==> src/rtl/pbit_pkg.sv <==
// Package: fixed geometry of the sigmoid table and the spin encoding.
// Assumes a 16-bit probability scale where 65536 would mean certainty.
package pbit_pkg;

    typedef enum logic {SPIN_NEG = 1'b0, SPIN_POS = 1'b1} spin_e;

    localparam int PROB_W  = 16;           // probability and draw width
    localparam int ARG_W   = 8;            // signed table argument width
    localparam int FRAC_W  = 3;            // argument bits inside one segment
    localparam int SEG_W   = ARG_W - 1 - FRAC_W;  // segment index width
    localparam int ARG_MAX = (1 << (ARG_W - 1)) - 1;

    // Knot k holds round(65536 / (1 + exp(-k/2))), i.e. the sigmoid at x = 8k.
    function automatic logic [PROB_W-1:0] sig_knot(input logic [SEG_W:0] k);
        case (k)
            5'd0:    sig_knot = 16'd32768;
            5'd1:    sig_knot = 16'd40794;
            5'd2:    sig_knot = 16'd47911;
            5'd3:    sig_knot = 16'd53581;
            5'd4:    sig_knot = 16'd57724;
            5'd5:    sig_knot = 16'd60565;
            5'd6:    sig_knot = 16'd62428;
            5'd7:    sig_knot = 16'd63615;
            5'd8:    sig_knot = 16'd64357;
            5'd9:    sig_knot = 16'd64816;
            5'd10:   sig_knot = 16'd65097;
            5'd11:   sig_knot = 16'd65269;
            5'd12:   sig_knot = 16'd65374;
            5'd13:   sig_knot = 16'd65438;
            5'd14:   sig_knot = 16'd65476;
            5'd15:   sig_knot = 16'd65500;
            default: sig_knot = 16'd65514;
        endcase
    endfunction

endpackage

==> src/rtl/pbit_field.sv <==
// Local field former: signed sum of +/- weights chosen by neighbour spins,
// plus bias, saturated to ACC_W bits. Purely combinational.
// Assumes weights are packed neighbour 0 in the lowest WT_W bits.
module pbit_field #(
    parameter int N_NBR = 4,
    parameter int WT_W  = 8,
    parameter int ACC_W = 12
) (
    input  logic [N_NBR-1:0]             nbr_spin,
    input  logic [N_NBR*WT_W-1:0]        nbr_wt,
    input  logic signed [WT_W-1:0]       bias,
    output logic signed [ACC_W-1:0]      field
);
    localparam int SUM_W = WT_W + $clog2(N_NBR + 1) + 1;
    localparam int EXT_W = (SUM_W > ACC_W) ? SUM_W : ACC_W + 1;
    localparam logic signed [EXT_W-1:0] SAT_HI = EXT_W'((1 <<< (ACC_W - 1)) - 1);
    localparam logic signed [EXT_W-1:0] SAT_LO = EXT_W'(-(1 <<< (ACC_W - 1)));

    logic signed [EXT_W-1:0] term [N_NBR];
    logic signed [EXT_W-1:0] acc;

    // One signed term per neighbour: +w for spin +1, -w for spin -1.
    for (genvar i = 0; i < N_NBR; i++) begin : g_term
        logic signed [WT_W-1:0] wt_i;
        assign wt_i    = nbr_wt[i*WT_W +: WT_W];
        assign term[i] = nbr_spin[i] ? EXT_W'(wt_i) : -EXT_W'(wt_i);
    end

    // Accumulate all terms on top of the bias.
    always_comb begin
        acc = EXT_W'(bias);
        for (int i = 0; i < N_NBR; i++) begin
            acc = acc + term[i];
        end
    end

    // Clamp the wide sum into the ACC_W field range.
    always_comb begin
        if (acc > SAT_HI)      field = SAT_HI[ACC_W-1:0];
        else if (acc < SAT_LO) field = SAT_LO[ACC_W-1:0];
        else                   field = acc[ACC_W-1:0];
    end

endmodule

==> src/rtl/pbit_sigmoid.sv <==
// Activation: scales the field by beta (Q-format with BETA_FRAC fraction
// bits), clamps to the table argument range, and interpolates linearly
// between sigmoid knots spaced 8 argument steps apart. Negative arguments
// use the mirror identity p(-x) = 1 - p(x). Purely combinational.
module pbit_sigmoid
    import pbit_pkg::*;
#(
    parameter int ACC_W     = 12,
    parameter int BETA_W    = 8,
    parameter int BETA_FRAC = 4
) (
    input  logic signed [ACC_W-1:0] field,
    input  logic [BETA_W-1:0]       beta,
    output logic [PROB_W-1:0]       prob
);
    localparam int PROD_W = ACC_W + BETA_W + 1;
    localparam int STEP_W = PROB_W + FRAC_W;

    logic signed [PROD_W-1:0] prod;
    logic signed [PROD_W-1:0] scaled;
    logic signed [ARG_W-1:0]  arg;
    logic signed [ARG_W-1:0]  neg_arg;
    logic [ARG_W-2:0]         mag;
    logic [SEG_W-1:0]         seg;
    logic [FRAC_W-1:0]        frac;
    logic [PROB_W-1:0]        knot_lo, knot_hi, span, up;
    logic [STEP_W-1:0]        step;

    // Scale by beta and clamp into the signed table argument.
    always_comb begin
        prod   = PROD_W'(field) * PROD_W'($signed({1'b0, beta}));
        scaled = prod >>> BETA_FRAC;
        if (scaled > PROD_W'(ARG_MAX))       arg = ARG_W'(ARG_MAX);
        else if (scaled < PROD_W'(-ARG_MAX)) arg = ARG_W'(-ARG_MAX);
        else                                 arg = scaled[ARG_W-1:0];
    end

    // Split the magnitude into segment index and offset inside the segment.
    always_comb begin
        neg_arg = -arg;
        mag     = arg[ARG_W-1] ? neg_arg[ARG_W-2:0] : arg[ARG_W-2:0];
        seg     = mag[ARG_W-2 -: SEG_W];
        frac    = mag[FRAC_W-1:0];
    end

    // Interpolate the upper half of the curve, then mirror for negatives.
    always_comb begin
        knot_lo = sig_knot({1'b0, seg});
        knot_hi = sig_knot({1'b0, seg} + 5'd1);
        span    = knot_hi - knot_lo;
        step    = STEP_W'(span) * STEP_W'(frac);
        up      = knot_lo + step[STEP_W-1:FRAC_W];
        prob    = arg[ARG_W-1] ? (PROB_W'(0) - up) : up;
    end

endmodule

==> src/rtl/pbit_lfsr.sv <==
// Private random source: Galois LFSR that moves DRAW_W single-bit steps
// each time adv is high, so every update sees an unused word.
// Assumes SEED is nonzero and TAPS describes a maximal-length polynomial.
module pbit_lfsr #(
    parameter int              LFSR_W = 32,
    parameter int              DRAW_W = 16,
    parameter logic [LFSR_W-1:0] TAPS = 32'h8020_0003,
    parameter logic [LFSR_W-1:0] SEED = 32'h1ACE_B00C
) (
    input  logic              clk,
    input  logic              rst_n,
    input  logic              adv,
    output logic [LFSR_W-1:0] state,
    output logic [DRAW_W-1:0] draw
);
    logic [LFSR_W-1:0] nxt;

    // Unrolled DRAW_W shift-and-fold steps.
    always_comb begin
        nxt = state;
        for (int i = 0; i < DRAW_W; i++) begin
            nxt = {1'b0, nxt[LFSR_W-1:1]} ^ (nxt[0] ? TAPS : '0);
        end
    end

    // Register: seed on reset, step on each update.
    always_ff @(posedge clk) begin
        if (!rst_n)   state <= SEED;
        else if (adv) state <= nxt;
    end

    assign draw = state[LFSR_W-1 -: DRAW_W];

endmodule

==> src/rtl/pbit_unit.sv <==
// Top: one stochastic spin. On each upd_en edge the spin becomes +1 when the
// LFSR draw is below the sigmoid probability of the beta-scaled field.
// spin_valid marks the cycle holding a freshly drawn spin.
// Assumes the caller keeps inputs steady around the strobe edge.
module pbit_unit
    import pbit_pkg::*;
#(
    parameter int                N_NBR     = 4,
    parameter int                WT_W      = 8,
    parameter int                ACC_W     = 12,
    parameter int                BETA_W    = 8,
    parameter int                BETA_FRAC = 4,
    parameter int                LFSR_W    = 32,
    parameter logic [LFSR_W-1:0] LFSR_TAPS = 32'h8020_0003,
    parameter logic [LFSR_W-1:0] LFSR_SEED = 32'h1ACE_B00C
) (
    input  logic                      clk,
    input  logic                      rst_n,
    input  logic                      upd_en,
    input  logic [N_NBR-1:0]          nbr_spin,
    input  logic [N_NBR*WT_W-1:0]     nbr_wt,
    input  logic signed [WT_W-1:0]    bias,
    input  logic [BETA_W-1:0]         beta,
    output logic                      spin_out,
    output logic                      spin_valid
);
    logic signed [ACC_W-1:0] field_acc;
    logic [PROB_W-1:0]       act_prob;
    logic [PROB_W-1:0]       draw_word;
    logic [LFSR_W-1:0]       lfsr_state;
    spin_e                   spin_q;
    spin_e                   spin_d;
    logic                    valid_q;

    pbit_field #(.N_NBR(N_NBR), .WT_W(WT_W), .ACC_W(ACC_W)) u_field (
        .nbr_spin (nbr_spin),
        .nbr_wt   (nbr_wt),
        .bias     (bias),
        .field    (field_acc)
    );

    pbit_sigmoid #(.ACC_W(ACC_W), .BETA_W(BETA_W), .BETA_FRAC(BETA_FRAC)) u_sig (
        .field (field_acc),
        .beta  (beta),
        .prob  (act_prob)
    );

    pbit_lfsr #(.LFSR_W(LFSR_W), .DRAW_W(PROB_W), .TAPS(LFSR_TAPS), .SEED(LFSR_SEED)) u_rng (
        .clk   (clk),
        .rst_n (rst_n),
        .adv   (upd_en),
        .state (lfsr_state),
        .draw  (draw_word)
    );

    // Stochastic decision for the next spin.
    always_comb begin
        spin_d = (draw_word < act_prob) ? SPIN_POS : SPIN_NEG;
    end

    // Spin and valid registers.
    always_ff @(posedge clk) begin
        if (!rst_n) begin
            spin_q  <= SPIN_NEG;
            valid_q <= 1'b0;
        end else begin
            valid_q <= upd_en;
            if (upd_en) spin_q <= spin_d;
        end
    end

    assign spin_out   = (spin_q == SPIN_POS);
    assign spin_valid = valid_q;

endmodule

==> config.mk <==
export PLATFORM = sky130hd
export DESIGN_NAME = pbit_unit
export DESIGN_NICKNAME = d
export VERILOG_FILES = /design/src/rtl/pbit_pkg.sv /design/src/rtl/pbit_field.sv /design/src/rtl/pbit_sigmoid.sv /design/src/rtl/pbit_lfsr.sv /design/src/rtl/pbit_unit.sv
export SDC_FILE = /design/constraint.sdc
export NUM_CORES = 1
export LEC_CHECK = 0
export BUFFER_PORTS_ARGS = -buffer_cell sky130_fd_sc_hd__clkbuf_2
export CORE_MARGIN = 2
export CORE_UTILIZATION = 66
export DETAILED_ROUTE_END_ITERATION = 8
export PLACE_DENSITY = 0.83
export SYNTH_ARGS = -nofsm -noshare
export SYNTH_HDL_FRONTEND = slang
export SYNTH_HIERARCHICAL = 1
export SYNTH_SLANG_ARGS = --single-unit
==> constraint.sdc <==
create_clock -name clk -period 23.6 [get_ports clk]
set_clock_uncertainty 0.15 [all_clocks]
set_input_delay 1.18 -clock clk [delete_from_list [all_inputs] [get_ports clk]]
set_output_delay 1.18 -clock clk [all_outputs]
set_load 0.05 [all_outputs]
# After elaboration in Yosys (flattened, before gate mapping)
# Memories as Yosys holds them, arrays and structs flattened.
# Index checks and enable logic that the tools add are counted.
dict set report word_totals {
  regBits 34
  romBits 480
  input_bits 55
  output_inout_bits 2
  wordCells 69
  memories 2
}
dict set report op_classes {
  n_addsub 13
  mul 2
  order_cmp 5
  mux 28
  n_bitwise 16
}
# name words word_bits rd rd_ports_with_merged_regs wr line
set memory_table {}
lappend memory_table {{(name not given)} 16 15 1 0 0 pbit_pkg.sv:15} ;# case (k)
lappend memory_table {{(name not given)} 16 15 1 0 0 pbit_pkg.sv:15}
# cell count
set op_table {}
lappend op_table {{$mux 32} 16}
lappend op_table {{$xor 31x32->32} 16}
lappend op_table {{$mux 13} 4}
lappend op_table {{$neg 8->13} 4}
lappend op_table {{$add 13x13->13} 3}
lappend op_table {{$mux 16} 2}
lappend op_table {{$mux 12} 2}
lappend op_table {{$mul 12x9->21} 1}
lappend op_table {{$mul 16x3->19} 1}
lappend op_table {{$gt 17x8->1 const B} 1}
lappend op_table {{$lt 17x8->1 const B} 1}
lappend op_table {{$add 16x16->16} 1}
lappend op_table {{$lt 16x16->1} 1}
lappend op_table {{$mux 8} 2}
lappend op_table {{$sub 1x16->16 const A} 1}
lappend op_table {{$sub 16x16->16} 1}
lappend op_table {{$add 8x13->13} 1}
lappend op_table {{$gt 13x12->1 const B} 1}
lappend op_table {{$lt 13x12->1 const B} 1}
lappend op_table {{$mux 7} 1}
lappend op_table {{$neg 7->7} 1}
lappend op_table {{$add 4x1->5 const B} 1}
lappend op_table {{$mux 1} 1}

# Depth between registers and ports, before layout
# Gate-level depths: netlist of run 1.
dict set report depth {
  depth_word 32
  ltp_mapped 90
  depth_no_buf 86
}

# Cells and area by module
# The synthesis of run 1 kept the hierarchy.
# mod n_inst cells_per_inst area_each_um2 seq_area_each_um2
set modules_own_cells {}
lappend modules_own_cells {pbit_sigmoid 1 1072 8174.1 0.0}
lappend modules_own_cells {pbit_field 1 278 2368.5 0.0}
lappend modules_own_cells {pbit_lfsr 1 183 1861.8 640.6}
lappend modules_own_cells {pbit_unit 1 57 479.2 40.0}

# Least setup slack after synthesis of run 1
# Ideal clock, no wire load.
dict set report synth_timing {
  kind {input to register}
  start {input nbr_wt[25]}
  end {register spin_q, in the netlist spin_out}
  arrival_time_ns 19.672
  slack_ns 3.655
  stages 85
  path_cell_list {or4_1 -> nor2_1 -> a21oi_1 -> nor2b_1 -> a21o_1 -> fa_1 -> fa_1 -> inv_1 -> fa_1 -> inv_1 -> ha_1 -> o21a_1 -> o21ai_0 -> o2bb2ai_1 -> a31oi_1 -> xnor3_2 -> buf_6 -> maj3_1 -> [49 not listed] -> and3_1 -> a21oi_1 -> o21ai_0 -> o41a_1 -> a31o_2 -> xor2_1 -> ha_1 -> and3_1 -> a2111oi_0 -> o211ai_1 -> o41ai_1 -> xnor2_1 -> inv_1 -> ha_1 -> nand4_1 -> or2_1 -> o41ai_2 -> o31ai_2}
}
dict set report synth_between {
  elab_chain_len 22
  elab_cells_between_ends 25
  cone_classes {add/sub (7); mul (2); order compare (5); mux (9); memory (2)}
}
# item line
set synth_lines {}
lappend synth_lines {{from (decl)} pbit_unit.sv:21} ;# input logic [N_NBR*WT_W-1:0] nbr_wt,
lappend synth_lines {{$neg 8->13} pbit_field.sv:26} ;# assign term[i] = nbr_spin[i] ? EXT_W'(wt_i) : -EXT_W'(wt_i);
lappend synth_lines {{$mux 13 *} pbit_field.sv:26}
lappend synth_lines {{$add 13x13->13 *} pbit_field.sv:33} ;# acc = acc + term[i];
lappend synth_lines {{$lt 13x12->1} pbit_field.sv:40} ;# else if (acc < SAT_LO) field = SAT_LO[ACC_W-1:0];
lappend synth_lines {{$mux 12} pbit_field.sv:40}
lappend synth_lines {{$mux 12 *} pbit_field.sv:39} ;# if (acc > SAT_HI) field = SAT_HI[ACC_W-1:0];
lappend synth_lines {{named net field_acc[6]} pbit_unit.sv:27} ;# logic signed [ACC_W-1:0] field_acc;
lappend synth_lines {{$mul 12x9->21 *} pbit_sigmoid.sv:31} ;# prod = PROD_W'(field) * PROD_W'($signed({1'b0, beta}));
lappend synth_lines {{[8 not listed]} --}
lappend synth_lines {{$sub 16x16->16} pbit_sigmoid.sv:50} ;# span = knot_hi - knot_lo;
lappend synth_lines {{$mul 16x3->19} pbit_sigmoid.sv:51} ;# step = STEP_W'(span) * STEP_W'(frac);
lappend synth_lines {{$add 16x16->16} pbit_sigmoid.sv:52} ;# up = knot_lo + step[STEP_W-1:FRAC_W];
lappend synth_lines {{$sub 1x16->16} pbit_sigmoid.sv:53} ;# prob = arg[ARG_W-1] ? (PROB_W'(0) - up) : up;
lappend synth_lines {{$mux 16 *} pbit_sigmoid.sv:53}
lappend synth_lines {{named net act_prob[15]} pbit_unit.sv:28} ;# logic [PROB_W-1:0] act_prob;
lappend synth_lines {{$lt 16x16->1 *} pbit_unit.sv:58} ;# spin_d = (draw_word < act_prob) ? SPIN_POS : SPIN_NEG;
lappend synth_lines {{$mux 1 *} pbit_unit.sv:58}
lappend synth_lines {{to (signal assigned)} pbit_unit.sv:68} ;# if (upd_en) spin_q <= spin_d;
lappend synth_lines {{to (decl)} pbit_unit.sv:31} ;# spin_e spin_q;
# Mark *: on every way through the listed nets, which the timed path passes. The rest lies on a longest branch.
# A chain may end at the register's enable or synchronous reset.

# Final worst setup path of run 1
dict set report layout_timing {
  start {input nbr_wt[24]}
  end {register spin_q, in the netlist spin_out}
}
# Same word-level chain as after synthesis.

==> results of run 1 <==
worst paths after layout:
kind | startpoint | end | slack [ps] | cells past startpoint
setup / recovery | nbr_wt[24] | spin_out | 1520 | 81
hold / removal | spin_out | spin_out | 350 | 2
setup reg to reg | u_rng/state[1] | u_rng/state[20] | 21100 | 5
hold reg to reg | spin_out | spin_out | 350 | 2
metal layers:
metal | vias up | global-route usage [%] | wire, um
met4 | 0 | 6.045 | 590
met1 | 5203 | 36.58 | 12510
li1 | 5275 | - | -
met3 | 51 | 2.012 | 928
met2 | 253 | 49.58 | 14030
met5 | - | 0 | 0
state kept, by name, summed over array words and instances (netlist names):
name,flops
spin_out,1
u_rng/state,32
spin_valid,1
placed cells by master, fill, tap and decap left out, drive strengths merged, types with 12 or more instances in the layout:
cell	count
inv	254
nand2	132
fa	130
ha	127
nor2	103
xnor2	95
a21oi	76
and2	62
o21ai	62
clkbuf	61
xor2	55
dfxtp	34
a21o	31
nand3	27
mux2i	22
nor3	22
a31oi	21
o21a	20
a211oi	18
o211ai	17
nand4	14
o21bai	13
and3	13
or3	12
area by class of cell:
cell class / instances / area, um^2
clock buffer: 5 / 125.1
clock inverter: 2 / 10.01
fill: 1487 / 5610
inverter: 255 / 959.7
multi-input combinational: 1226 / 10830
sequential: 34 / 680.7
tap: 260 / 325.3
timing repair buffer: 57 / 287.8
critical path: cells and delay by family:
family,cells,cell delay (ps)
buffers and inverters,12,980
XOR/XNOR,5,1260
adder cells (fa/ha/maj),19,8040
AND/OR/NAND/NOR,21,4840
AO/OA/AOI/OAI,24,5740
through the flow:
stage / hold slack [ps] / std cells / worst slack, ps / util (%)
finish: 350.1 / 1839 / 1523 / 70.21
global route: 376.5 / 1839 / 123.5 / 70.21
CTS: 355.5 / 1839 / 1755 / 70.21
detailed placement: 344.9 / 1832 / 1573 / 69.49
global placement: 344.1 / 1832 / 2129 / 69.49
floorplan: 316.2 / 1574 / 3655 / -
==> metrics.yaml, run 1 <==
path_clk_slew_ps: 50
grt_usage_pct: 27.66
hp-class: "flip-flop to flip-flop"
routabilityCongestion: 0.9265
cts_sinks: 34
cts_tree: "yes"
endpoint_kind: "flip-flop"
setup_tns_ps: 0
die_x_um: 143.1
setup_viol: 0
first_global_vias: 10420
drv_cap: 0
dpl_cell_area_mm2: 0.01309
antenna_left: 0
route.detailed.drc: 0
rows: 50
drtPass1Iterations: 5
synthToLayoutAreaGrowth_pct: 3.578
hold_viol_final: 0
crit_type: "input pin to flip-flop"
die_y_um: 143.1
synthCells: 1574
drtIter0Drc: 686
clock_latency_ps: 280
routed_wl_mm: 28.06
cts_root_buf: "clkbuf_16"
timing.fmax_ghz: 0.04530
core_area_mm2: 0.01883
io_pins: 57
slew_viol_final: 0
grt_pass1_wl_mm: 47.18
min_period_ps: 22080
cts.repair.resized: 0
layout.nets: 1891
syn-num-nets: 1886
yosysWarnings: 6
cpPeakStageDelay_ps: 600
syn_area_mm2: 0.01276
rsz0062_at_grt: "no"
tightest_slew_ps: 1244
crit_path_start_kind: "input pin"
hold_buffers: 0
cts_buffer_depth: 2
grt_overflow: 0
fin_crit_sh_pct: 93.55
grt_max_degree: 38
post_cts_buffers: 0
fin_area_mm2: 0.01322
dp.final_hpwl_mm: 23.52
required_ps: 23610
portBuffers: 56
via_count: 10780
drive_gt1_share_pct: 7.916
cts_buffers: 5
path_max_fanout: 17
avgRoutedWirePerCell_um: 15.26
crit_arrival_ps: 22080
crit_top_cell: "inv_1"
relSlewSlack_pct: 17.06
cts_htree_levels: 2
avgSynthCellArea_um2: 8.109
status: "finished clean"
die-area_mm2: 0.02047
critPathSlowestCell: "nor3b_1"
initial_core_util_pct: 67.78
antenna_found_initial: 0
drt-vias-per-instance: 5.863
antenna_cells: 0
Power of run 1 is left out: the tool's default activity adds up to more than one toggle a clock period on the data nets, which glitch-free logic cannot reach.
==> run 2, diff against run 1 <==
CORE_UTILIZATION = 34   (was 66)
PLACE_DENSITY = 0.5   (was 0.83)
==> run 2 against run 1 <==
Against the previous run:
- worst hold slack better by 8.5 ps
- via count is 3.5% lower
- setup slack better by 380 ps
- register-to-register slack better by 130 ps
- global-route usage is 12 points lower
- first-iteration DRC count is 22% lower
- final cell count is 12% higher
- critical path depth stayed put
- largest cell class unchanged
- core utilization is 33 points lower
- design area is 2.4% higher
==> metrics.yaml, run 2 (synthesis results as in run 1) <==
hold_buffers: 0
portBuffers: 56
antenna_left: 0
cts_tree: "yes"
hold_viol_final: 0
core_area_mm2: 0.03679
cts_sinks: 34
drtPass1Iterations: 5
io_pins: 57
grt_overflow: 0
cts_htree_levels: 2
drtIter0Drc: 537
antenna_found_initial: 0
via_count: 10410
avgRoutedWirePerCell_um: 14.56
crit_type: "input pin to flip-flop"
status: "finished clean"
met3_length_um: 333
initial_core_util_pct: 34.70
cpPeakStageDelay_ps: 590
cts_buffer_depth: 2
grt_pass1_wl_mm: 51.41
critPathSlowestCell: "fa_1"
die_x_um: 197.8
regMostFlops: "u_rng/state"
cts_root_buf: "clkbuf_16"
fillers: 3920
wl_met2_mm: 14.27
die_y_um: 197.8
rows: 70
slew_viol_final: 0
drv_cap: 0
crit_arrival_ps: 21700
routed_wl_mm: 29.87
path_max_fanout: 17
highest_layer: "met4"
relSlewSlack_pct: 17.40
required_ps: 23610
final_common_cell: "inv_1"
synthToLayoutAreaGrowth_pct: 6.029
antenna_cells: 0
grt_usage_pct: 15.70
hp-class: "flip-flop to flip-flop"
dp.final_hpwl_mm: 25.74
routabilityCongestion: 0.8288
grt_max_degree: 38
route.detailed.drc: 0
largest_reg_flops: 32
clock_latency_ps: 270
setup_viol: 0
die-area_mm2: 0.03911
setup_tns_ps: 0
path_clk_slew_ps: 50
cts_buffers: 5
layout.nets: 1894
wl_met1_mm: 15.13
tightest_slew_ps: 1239
rsz0062_at_grt: "no"
crit_top_cell: "inv_1"
drive_gt1_share_pct: 8.275
timing.fmax_ghz: 0.04610
first_global_vias: 10370
crit_path_start_kind: "input pin"
drt-vias-per-instance: 5.075
min_period_ps: 21690
fin_crit_sh_pct: 91.92
final_cell_mix: "inv_1, nand2_1, fa_1, ha_1, nor2_1"
endpoint_kind: "flip-flop"
==> run 2: cell count changes in the layout (fill, tap and decap cells not counted), sizes merged <==
cell	change
buf	+3
clkbuf	+2
clkinv	-1
==> run 2: worst paths after layout <==
kind                   from              end  slack [ps]  cells after the start
max              nbr_wt[25]         spin_out        1910                     81
min                spin_out         spin_out         360                      2
max reg2reg  u_rng/state[1]  u_rng/state[20]       21230                      5
min reg2reg        spin_out         spin_out         360                      2
==> run 2: area by class of cell <==
type	count	area [um^2]	share of cell area, %
multi-input combinational	1226	10850	80.17
inverter	255	959.7	7.091
sequential	34	680.7	5.030
tap	468	585.6	4.327
timing repair buffer	60	310.3	2.293
clock buffer	7	142.6	1.054
clock inverter	1	5.005	0.03698
==> run 2: through the flow <==
stage          util, %  instance area (um^2)  hold WS (ps)  instances  setup slack, ps
2_1_floorplan        -                 12760         316.2       1574             3655
3_3_place_gp     36.34                 13370         351.5       2043             1816
3_5_place_dp     36.34                 13370         347.6       2043             1430
4_1_cts          36.74                 13520         358.0       2051             1662
5_1_grt          36.79                 13530         367.9       2051            81.84
6_report         36.79                 13530         358.6       2051             1908
==> run 2: worst max-delay path, delay by kind of cell <==
kind / cells / cell delay, ps
buffers and inverters: 11 / 900
xor gates and xnor gates: 4 / 1060
and+or+nand+nor: 20 / 4370
AOI/OAI and AO/OA: 28 / 6190
adders and majority gates: 18 / 7940
==> run 2: per-layer routing <==
metal | track usage [%] | vias up
met5 | 0 | -
met4 | 1.197 | 0
met3 | 0.5110 | 8
met2 | 27.19 | 79
met1 | 22.61 | 5062
li1 | - | 5259
==> run 2: timing repair <==
action | in CTS | in global routing
buffers inserted | 0 | 0
setup endpoints to repair | 0 | 1
gates resized for setup | 0 | 3
Power of run 2 is left out for the same reason.
